`src/rtl/evq_writer.sv`:
```
module evq_writer #(
  parameter int DEPTH_LOG2 = 3
) (
  input  logic        clk,
  input  logic        rst_n,
  input  logic        always_notify,
  input  logic        in_valid,
  input  logic [30:0] in_data,
  output logic        in_ready,
  output logic        notify,
  output logic        overflow,
  input  logic        rd_pop,
  output logic        rd_valid,
  output logic [30:0] rd_data,
  output logic [31:0] rd_entry,
  output logic        rd_is_ipi
);
  localparam int DEPTH = 1 << DEPTH_LOG2;
  localparam logic [DEPTH_LOG2-1:0] IDX_MASK = DEPTH_LOG2'(DEPTH - 1);
  localparam logic [DEPTH_LOG2-1:0] IDX_ONE  = DEPTH_LOG2'(1);
  localparam logic [DEPTH_LOG2:0]   OCC_ONE  = (DEPTH_LOG2+1)'(1);
  localparam logic [DEPTH_LOG2:0]   OCC_FULL = (DEPTH_LOG2+1)'(DEPTH);
  localparam logic [30:0]           IPI_CODE = 31'(1 << 24);

  logic [31:0]           mem [DEPTH];
  logic [DEPTH_LOG2-1:0] wr_idx, rd_idx, wr_nxt, rd_nxt;
  logic [DEPTH_LOG2:0]   occ;
  logic                  wr_gen, rd_tog;
  logic                  accept, pop_ok, full;

  assign full     = (occ == OCC_FULL);
  assign in_ready = !full;
  assign accept   = in_valid && !full;
  assign rd_entry = mem[rd_idx];
  assign rd_valid = rd_entry[31] != rd_tog;
  assign rd_data  = rd_valid ? rd_entry[30:0] : 31'd0;
  assign rd_is_ipi = rd_valid && (rd_entry[30:0] == IPI_CODE);
  assign pop_ok   = rd_pop && rd_valid;
  assign wr_nxt   = (wr_idx + IDX_ONE) & IDX_MASK;
  assign rd_nxt   = (rd_idx + IDX_ONE) & IDX_MASK;

  always_ff @(posedge clk or negedge rst_n) begin
    if (!rst_n) begin
      for (int i = 0; i < DEPTH; i++) mem[i] <= '0;
    end else if (accept) begin
      mem[wr_idx] <= {wr_gen, in_data};
    end
  end

  always_ff @(posedge clk or negedge rst_n) begin
    if (!rst_n) begin
      wr_idx <= '0;
      wr_gen <= 1'b1;
    end else if (accept) begin
      wr_idx <= wr_nxt;
      if (wr_nxt == '0) wr_gen <= !wr_gen;
    end
  end

  always_ff @(posedge clk or negedge rst_n) begin
    if (!rst_n) begin
      rd_idx <= '0;
      rd_tog <= 1'b0;
    end else if (pop_ok) begin
      rd_idx <= rd_nxt;
      if (rd_nxt == '0) rd_tog <= !rd_tog;
    end
  end

  always_ff @(posedge clk or negedge rst_n) begin
    if (!rst_n) begin
      occ      <= '0;
      notify   <= 1'b0;
      overflow <= 1'b0;
    end else begin
      if (accept && !pop_ok)      occ <= occ + OCC_ONE;
      else if (!accept && pop_ok) occ <= occ - OCC_ONE;
      notify   <= accept && (always_notify || occ == '0);
      overflow <= in_valid && full;
    end
  end
endmodule


```
`config.mk`:
```
export PLATFORM = sky130hd
export DESIGN_NAME = evq_writer
export DESIGN_NICKNAME = d
export VERILOG_FILES = /design/src/rtl/evq_writer.sv
export SDC_FILE = /design/constraint.sdc
export NUM_CORES = 1
export LEC_CHECK = 0
export BUFFER_PORTS_ARGS = -buffer_cell sky130_fd_sc_hd__buf_2
export CORE_AREA = 2 2 148 150
export CTS_CLUSTER_SIZE = 24
export DETAILED_ROUTE_END_ITERATION = 8
export DIE_AREA = 0 0 150 152
export PLACE_DENSITY = 0.76
export SLEW_MARGIN = 20
export SYNTH_ARGS = -nofsm -noshare
export SYNTH_HDL_FRONTEND = slang
export SYNTH_SLANG_ARGS = --single-unit
```
`constraint.sdc`:
```
create_clock -name clk -period 4.1 [get_ports clk]
set_clock_uncertainty 0.05 [all_clocks]
set_input_delay 0.82 -clock clk [delete_from_list [all_inputs] [get_ports clk]]
set_output_delay 0.82 -clock clk [all_outputs]
set_load 0.01 [all_outputs]
```
==> metrics.txt, run 1 <==
clock-pin slew on the worst setup and hold paths=approximately 60 ps; Tightest Hold Check Type=input pin to asynchronous set/reset pin; Vias per Instance=5.97; Final Wtd Congestion=0.779; Net Sw Power=just over 5 mW; Cell Area, Synth=12400 sq um; Critical Path Source=rd_idx[0]$_DFFE_PN0P_; Max Cap Violations=0; Post-synth EDFFs=0; # diodes=0; DP Worst Slack=415 ps; CTS Buffer Depth=3; sequential share of power=0.342; Placed Cells=roughly 1200; Filler cells=between 1500 and 2000; Synth async-reset ratio=1.00; VDD IR max=641 uV; Synth Flop Type=dfrtp_1; Switching Fraction=0.356; Pwr Density=around 970 nW/um^2; Clock power frac=0.190; PortBufs=~100; area delta synth->final=16.6%; status=completed; syn nets=between 800 and 900; startpoint types=flop; layout cell share with drive strength beyond 1=0.525; Distinct cells, synth=35; Pleak=6.65 nW; Final Routed Wirelength=around 28000 microns; Final Instance Count excl. Fillers=1264; die area=22800 sq um; Final Max Slew Viols=0; Final Util=0.680; wire per inst=approximately 22 microns; Initial Util=0.583; standard-cell rows=54; total CTS buffers=28; WS Path Type=flop to output port; CTS root buffer=clkbuf_16; Max-slew headroom=0.382; First DRT Iteration DRCs=319; CP max-delay cell=mux4_2; CP top delay family=multiplexers; clk_lat worst skew=between 500 and 600 ps; TritonCTS sink count=270; Req. time, crit path=3230 ps; crit-path cells=buf_4 -> mux4_2 -> mux2i_2 -> nand4_1 -> nor4_1 -> and3_1 -> buf_2; Tmin final=4000 ps; Comb power frac=0.468; Core ar.=21400 sq um; # IOs=~100; syn avg cell area=about 15 sq um; layout net count=slightly above 1000; GRT Overall Usage=0.256; PnR worst setup slack=~96 ps; Crit path largest cell delay=560 ps; RSZ-0062 raised after global routing=yes; endpoints failing hold=0; leading area contributor after synthesis=dfrtp_1; flops & latches, synth=270; fmax=around 0.25 GHz; top cells by area, synth=dfrtp_1 (54%), mux2_2 (23%), mux4_2 (7.8%), mux2i_1 (3.7%), buf_2 (1.5%); Worst Path Arrival=~3100 ps; Worst Tran Pin Value=between 900 and 1000 ps; Critical Path End Type=output port; initial antenna violation count=0; # DRC=0; H-tree levels=1; Ys Warns=0; Die Width=around 150 microns; pin count of the biggest net entering global routing=114; post-route ant nets=0; CTS tree=done; # setup viols final=0; sequential cell area fraction in the yosys report=0.543; Die Ht=between 150 and 200 microns; hold buffers post-CTS=0; CP bufs+invs=2; Final HPWL DP=between 15000 and 20000 microns; Power Internal=around 9.1 mW; most frequent cells in the layout=dfrtp_1 (267), mux2_2 (259), buf_2 (102); final period utilization=0.977; routed via count=7547; Cells after Synth=840; first-pass GRT wire length=between 40000 and 50000 microns; top cell type's share of synthesized area=0.541; most common cell after layout, fill and taps aside=dfrtp_1; vias in the first global route=~8000; GR Overflow Total=0; crit-path max FO=14; R2R Path Start=rd_idx[0]$_DFFE_PN0P_; Initial DRT Pass Iterations=4
[worst paths after layout]
path,end,slack (ps),depth (start not counted)
worst min register to register,mem[80]$_DFFE_PN0P_,450,1
max in group asynchronous,rd_idx[1]$_DFFE_PN0P_,2770,2
worst max register to register,occ[3]$_DFFE_PN0P_,460,14
worst max-delay path,rd_is_ipi,100,7
min in group clk,mem[80]$_DFFE_PN0P_,450,1
worst min-delay path,mem[34]$_DFFE_PN0P_,270,1
[synth_stat cells, types with 3 or more instances]
cell type  instances
a21oi_1           18
and3_1             3
buf_1              3
buf_2             37
buf_4              3
buf_6              3
clkbuf_1           7
dfrtp_1          269
ha_1               7
inv_1             32
mux2_2           259
mux2i_1           46
mux4_1             5
mux4_2            43
nand2_1           13
nand3_1            4
nand4_1            8
nor2_1            35
o22ai_1           16
xnor2_1           10
[cell families (layout without fill, tap and decap cells)]
logic type	count (synthesis)	in the layout	share of synthesized area
xor gates and xnor gates	12	12	0.00905
buffers and inverters	88	232	0.0343
muxes	354	354	0.361
DFF	270	270	0.543
and+or+nand+nor	72	72	0.0282
adders and majority gates	8	8	0.00864
AOI/OAI and AO/OA	36	36	0.0163
[area by class of cell]
type                       instances  area [sq um]  area share
clock buffer                      42           875      0.0603
clock inverter                     9           123     0.00845
inverter                          34           128     0.00879
multi-input combinational        482          5330       0.367
sequential                       270          6770       0.466
tap                              280           350      0.0241
timing repair buffer             147           946      0.0652
[worst reg2reg max path, stage by stage (launching register included)]
cell	delay (ps)
dfrtp_4	510
buf_12	220
mux4_2	540
mux2_2	340
xnor2_4	400
inv_2	100
nand2_2	130
ha_1	180
inv_1	90
ha_1	280
a21o_1	180
a21oi_1	170
xnor2_1	130
nor2_1	60
xor2_1	140
[power by group through the flow]
stage,Sequential (mW),Combinational (mW),Clock (mW)
3_3_place_gp,4.81,6.36,0
3_5_place_dp,4.88,6.50,0
4_1_cts,4.83,6.58,2.72
6_report,4.83,6.59,2.68
5_1_grt,5.01,7.10,2.84
2_1_floorplan,4.49,4.62,0
[registers in the layout (all words and copies together) (netlist names)]
name and count:
wr_idx 3, mem 256, rd_tog 1, rd_idx 3, overflow 1, wr_gen 1, occ 4, notify 1
[metrics by stage]
step           setup TNS, ps  hold WS (ps)  power [mW]  instance area [sq um]
2_1_floorplan              0           405        9.10                  12400
3_3_place_gp               0           429        11.2                  13500
3_5_place_dp               0           439        11.4                  13500
4_1_cts                    0           340        14.1                  14500
5_1_grt                -18.0           357        14.9                  14500
6_report                   0           269        14.1                  14500
[routing by layer]
layer  wire length [microns]  vias up  track usage
met5                       0        -            0
met4                     912        0       0.0786
met3                    1370       69       0.0390
met2                   14000      203        0.430
met1                   11900     3968        0.347
li1                        -     3307            -
[timing repair]
item                       in CTS  in global routing
setup endpoints to repair       1                 21
setup buffers                   1                  0
resized for setup               3                  8
gates cloned                    0                  0
No activity file was read; power rests on OpenSTA's default activity.
==> inputs of run 2 (changes only) <==
--- a/config.mk
+++ b/config.mk
@@ -5,13 +5,16 @@
 export SDC_FILE = /design/constraint.sdc
 export NUM_CORES = 1
 export LEC_CHECK = 0
+export ABC_AREA = 1
 export BUFFER_PORTS_ARGS = -buffer_cell sky130_fd_sc_hd__buf_2
-export CORE_AREA = 2 2 148 150
+export CORE_AREA = 2 2 151 153
 export CTS_CLUSTER_SIZE = 24
 export DETAILED_ROUTE_END_ITERATION = 8
-export DIE_AREA = 0 0 150 152
+export DIE_AREA = 0 0 153 155
+export GPL_ROUTABILITY_DRIVEN = 1
 export PLACE_DENSITY = 0.76
 export SLEW_MARGIN = 20
 export SYNTH_ARGS = -nofsm -noshare
 export SYNTH_HDL_FRONTEND = slang
 export SYNTH_SLANG_ARGS = --single-unit
+export TNS_END_PERCENT = 50
==> metrics.txt, run 2 <==
cell with the most instances after synthesis=nand2_1; # diodes=0; Max Cap Violations=0; post-route ant nets=0; Cells after Synth=approximately 1700; pin count of the biggest net entering global routing=approximately 130; initial antenna violation count=0; VDD IR max=about 550 uV; Die Ht=about 160 microns; flops & latches, synth=270; CP max-delay cell=dfrtp_4; CTS Buffer Depth=3; PortBufs=between 100 and 150; Ys Warns=0; status=completed; routed via count=11134; standard-cell rows=between 50 and 60; top cell type's share of synthesized area=0.516; Tightest Hold Check Type=input pin to asynchronous set/reset pin; CTS root buffer=clkbuf_16; mux share of post-synthesis cell area=0.00173; Worst path most repeated cell=nand2_1; clock-pin slew on the worst setup and hold paths=~60 ps; WS Path Type=flop to output port; area delta synth->final=10.8%; DP Worst Slack=just over 700 ps; Vias per Instance=roughly 5.5; GRT Overall Usage=0.282; R2R depth=19; layout net count=around 1800; Final Max Slew Viols=0; Crit path largest cell delay=approximately 470 ps; Post-synth EDFFs=0; sequential cell area fraction in the yosys report=0.518; Final Wtd Congestion=around 0.8; Core ar.=between 20000 and 25000 sq um; TritonCTS sink count=270; top cells by area, synth=dfrtp_1 (52%), nand2_1 (18%), o21ai_0 (10%), nor2_1 (3.7%), inv_1 (3.3%); Distinct cells, synth=32; # DRC=0; # IOs=~100; Synth async-reset ratio=1.00; wire per inst=about 16 microns; die area=23700 sq um; endpoints failing hold=0; fmax=between 0.2 and 0.3 GHz; Synth Area in Compound Gates=0.144; Worst Path Arrival=roughly 3000 ps; Placed Cells=a little under 2000; syn nets=~1700; # setup viols final=0; First DRT Iteration DRCs=943; CTS tree=done; H-tree levels=1; Die Width=roughly 150 microns; Max-slew headroom=0.492; total CTS buffers=28; crit-path cells=buf_16 -> nor2_1 -> nor2_1 -> o21ai_1 -> nand3_1 -> nand2_1 -> nand2_1 -> nand2_1 -> buf_6 -> a21oi_1 -> buf_2; simple-gate share of the synthesized area=0.242; layout cell share with drive strength beyond 1=0.110; Final HPWL DP=roughly 19000 microns; Cell Area, Synth=approximately 13000 sq um; setup TNS=0 ps; adder-cell share of the synthesized area=0.00825; leading area contributor after synthesis=dfrtp_1; RSZ-0062 raised after global routing=no; Pleak=7.56 nW; largest reg by FF count=mem; Regs by FF count=mem: 256 flops, occ: 4 flops; most frequent cells in the layout=nand2_1 (614), o21ai_0 (272), dfrtp_1 (267); PnR worst setup slack=190 ps; Filler cells=1929; Tmin final=3910 ps; Final Instance Count excl. Fillers=2034; Initial DRT Pass Iterations=5; Initial Util=0.587; crit-path max FO=approximately 130; Req. time, crit path=about 3200 ps; clk_lat worst skew=about 550 ps; top post-synthesis cells by count=nand2_1 (614), o21ai_0 (272), dfrtp_1 (269); main combinational cell family by area after synthesis=simple AND/OR/NAND/NOR gates; GR Overflow Total=0; Synth Flop Type=dfrtp_1; Pwr Density=between 900 and 1000 nW/um^2; first-pass GRT wire length=around 55000 microns; Final Routed Wirelength=between 30000 and 40000 microns; number of flip-flops in the largest register=between 200 and 300; vias in the first global route=between 10000 and 15000; Worst Tran Pin Value=~760 ps; XOR/XNOR Fraction of Synth Area=0.00537; most common cell after layout, fill and taps aside=nand2_1; final period utilization=0.954; startpoint types=flop; syn avg cell area=7.79 sq um; Critical Path End Type=output port
## run 2: changes by cell type in the layout (fill, tap and decap cells not counted), sizes merged, moves of 21 or more
cell / before / now
buf: 147 / 126
inv: 34 / 118
mux2: 260 / 0
mux2i: 46 / 1
mux4: 48 / 0
nand2: 14 / 617
nand3: 4 / 39
nor2: 35 / 128
o21ai: 1 / 339
## run 2: stage by stage
| stage | util | power, mW | hold WS (ps) | cell area (sq um) |
|---|---|---|---|---|
| after global routing | 0.650 | 14.4 | 275 | 14500 |
| after CTS | 0.650 | 13.3 | 247 | 14400 |
| after detailed placement | 0.610 | 10.8 | 418 | 13600 |
| after global placement | 0.610 | 10.6 | 410 | 13600 |
| after floorplan | - | 8.92 | 398 | 13000 |
| final | 0.650 | 13.3 | 222 | 14500 |
## run 2: area by class of cell
cell class / count / area [sq um] / area share
Multi-Input combinational cell: 1182 / 5260 / 0.364
Sequential cell: 270 / 6760 / 0.468
Inverter: 119 / 457 / 0.0316
Clock inverter: 15 / 111 / 0.00770
Tap cell: 285 / 357 / 0.0247
Timing Repair Buffer: 126 / 747 / 0.0517
Clock buffer: 37 / 764 / 0.0529
## run 2: final timing paths
| path | to | start | slack (ps) |
|---|---|---|---|
| hold reg to reg | mem[235]$_DFFE_PN0P_ | mem[235]$_DFFE_PN0P_ | 430 |
| setup / recovery | rd_data[2] | rd_idx[0]$_DFFE_PN0P_ | 190 |
| max in group asynchronous | mem[36]$_DFFE_PN0P_ | rst_n | 2690 |
| min in group clk | mem[235]$_DFFE_PN0P_ | mem[235]$_DFFE_PN0P_ | 430 |
| setup reg to reg | occ[3]$_DFFE_PN0P_ | rd_idx[0]$_DFFE_PN0P_ | 620 |
| hold / removal | overflow$_DFF_PN0_ | rst_n | 220 |
## run 2: kinds of logic (layout without fill, tap and decap cells)
logic type | count (synthesis) | after routing
fa+ha+maj | 8 | 8
flops | 270 | 270
mux | 1 | 1
simple gates | 792 | 792
xor+xnor | 8 | 8
compound gates | 373 | 373
buf+inv | 222 | 297
## run 2: layer usage
| metal | vias up | global-route usage | share of wire |
|---|---|---|---|
| met1 | 5237 | 0.402 | 0.44 |
| met4 | 0 | 0.0847 | 0.026 |
| li1 | 5395 | - | - |
| met3 | 65 | 0.0396 | 0.074 |
| met2 | 437 | 0.457 | 0.46 |
| met5 | - | 0 | 0 |
## run 2: where the power goes
part / switching [mW] / internal [mW] / total, mW
clock network: 1.05 / 1.38 / 2.43
logic: 4.12 / 2.14 / 6.25
registers: 0.717 / 3.87 / 4.58
## run 2: repair_timing
action,CTS,global route
resized for setup,0,5
hold buffers,0,0
buffers inserted,0,0
setup endpoints to repair,0,8
## run 2: worst max-delay path: cells and delay by family, from the launching register on
kind,cells,cell delay [ps]
buffers and inverters,3,940
AO/OA/AOI/OAI,2,330
AND/OR/NAND/NOR,6,680
flip-flops,1,470
==> inputs of run 3 (changes only) <==
--- a/config.mk
+++ b/config.mk
@@ -12,7 +12,7 @@
 export DETAILED_ROUTE_END_ITERATION = 8
 export DIE_AREA = 0 0 153 155
 export GPL_ROUTABILITY_DRIVEN = 1
-export PLACE_DENSITY = 0.76
+export PLACE_DENSITY = 0.78
 export SLEW_MARGIN = 20
 export SYNTH_ARGS = -nofsm -noshare
 export SYNTH_HDL_FRONTEND = slang
==> metrics.txt, run 3 (synthesis results as in run 2) <==
die area=roughly 24000 sq um; First DRT Iteration DRCs=820; Critical Path End Type=output port; layout net count=approximately 1800; Regs by FF count=mem: 256 flops, occ: 4 flops; CTS root buffer=clkbuf_16; Initial DRT Pass Iterations=5; hold buffers post-CTS=0; largest reg by FF count=mem; Worst Tran Pin Value=730 ps; Final HPWL DP=19000 microns; Tightest Hold Check Type=input pin to asynchronous set/reset pin; clock-pin slew on the worst setup and hold paths=roughly 60 ps; Placed Area=13600 sq um; most frequent cells in the layout=nand2_1 (614), o21ai_0 (272), dfrtp_1 (267); # setup viols final=0; RSZ-0062 raised after global routing=no; Final Routed Wirelength=33400 microns; clk_lat worst skew=between 500 and 600 ps; Die Width=153 microns; Tmin final=roughly 4000 ps; Pwr Density=slightly above 900 nW/um^2; crit-path max FO=about 70; PnR worst setup slack=109 ps; post-route cell area=14600 sq um; Final Max Slew Viols=0; GRT Overall Usage=0.285; Final Wtd Congestion=approximately 0.81; r2r setup slk=about 760 ps; endpoints failing hold=0; TritonCTS sink count=270; Worst Path Arrival=~3100 ps; fmax=0.251 GHz; CTS Buffer Depth=3; pin count of the biggest net entering global routing=87; GR Overflow Total=0; standard-cell rows=55; vias in the first global route=around 11000; Die Ht=about 160 microns; # DRC=0; crit-path cells=inv_8 -> buf_4 -> nand2_1 -> nand2_1 -> nand2_1 -> nand2_1 -> nand2_1 -> nand2_1 -> nor2_1 -> nand2_1 -> nor2_1 -> nand3_1 -> nor2_1 -> buf_2; CTS tree=done; Pleak=~7.6 nW; wire per inst=approximately 16 microns; # IOs=104; layout cell share with drive strength beyond 1=0.112; WS Path Type=flop to output port; area delta synth->final=11.8%; number of flip-flops in the largest register=between 200 and 300; Filler cells=1871; final period utilization=0.973; DP Worst Slack=587 ps; first-pass GRT wire length=between 50000 and 60000 microns; setup TNS=0 ps; Max Cap Violations=0; VDD IR max=between 600 and 700 uV; Vias per Instance=between 5 and 6; routed via count=11179; Core ar.=22200 sq um; Worst path most repeated cell=nand2_1; Initial Util=0.587; PortBufs=just over 100; CP max-delay cell=dfrtp_4; H-tree levels=1; post-route ant nets=0; # diodes=0; most common cell after layout, fill and taps aside=nand2_1; status=completed; startpoint types=flop; Crit path largest cell delay=around 600 ps; total CTS buffers=28; Max-slew headroom=0.513; Req. time, crit path=~3200 ps; initial antenna violation count=0
run 3: what timing repair did:
item	4_1_cts	5_1_grt
endpoints found under the setup margin	0	29
hold endpoints to repair	0	0
resized for setup	0	2
buffers inserted	0	1
run 3: metal layers:
layer	track usage	vias up	wire length [microns]	share of wire
li1	-	5413	-	-
met1	0.404	5266	14600	0.44
met2	0.469	438	15300	0.46
met3	0.0304	62	2550	0.076
met4	0.0886	0	875	0.026
met5	0	-	0	0
run 3: layout make-up:
cell class	count	area [sq um]	share of cell area
sequential	270	6760	0.464
multi-input combinational	1182	5240	0.359
clock buffer	36	802	0.0550
timing repair buffer	127	763	0.0523
inverter	119	454	0.0311
tap	285	357	0.0244
clock inverter	15	206	0.0142
run 3: critical path: cells and delay by family (launching register included):
kind	cells	cell delay [ps]
DFF	1	600
and+or+nand+nor	11	1290
buffers and inverters	3	630
run 3: where the power goes:
part           total (mW)  leakage (nW)  internal [mW]  switching [mW]
Combinational        6.19          3.72           2.14            4.05
Clock                2.75         0.502           1.69            1.06
Sequential           4.60          3.40           3.87           0.737
Total                13.5          7.63           7.69            5.85
run 3: final timing paths:
| path | cells after the start | endpoint | start |
|---|---|---|---|
| worst max-delay path | 14 | rd_is_ipi | rd_idx[0]$_DFFE_PN0P_ |
| worst min-delay path | 1 | occ[3]$_DFFE_PN0P_ | rst_n |
| worst max register to register | 19 | occ[3]$_DFFE_PN0P_ | rd_idx[0]$_DFFE_PN0P_ |
| worst min register to register | 2 | mem[216]$_DFFE_PN0P_ | mem[216]$_DFFE_PN0P_ |
| max in group asynchronous | 2 | mem[68]$_DFFE_PN0P_ | rst_n |
| min in group clk | 2 | mem[216]$_DFFE_PN0P_ | mem[216]$_DFFE_PN0P_ |
run 3: per-stage QoR:
| step | utilization | total power, mW | hold slack, ps | std cells |
|---|---|---|---|---|
| floorplan | - | 8.92 | 398 | 1674 |
| global route | 0.656 | 14.6 | 171 | 2034 |
| CTS | 0.655 | 13.5 | 164 | 2033 |
| finish | 0.656 | 13.5 | 146 | 2034 |
| detailed placement | 0.610 | 10.7 | 419 | 1982 |
| global placement | 0.610 | 10.5 | 411 | 1982 |
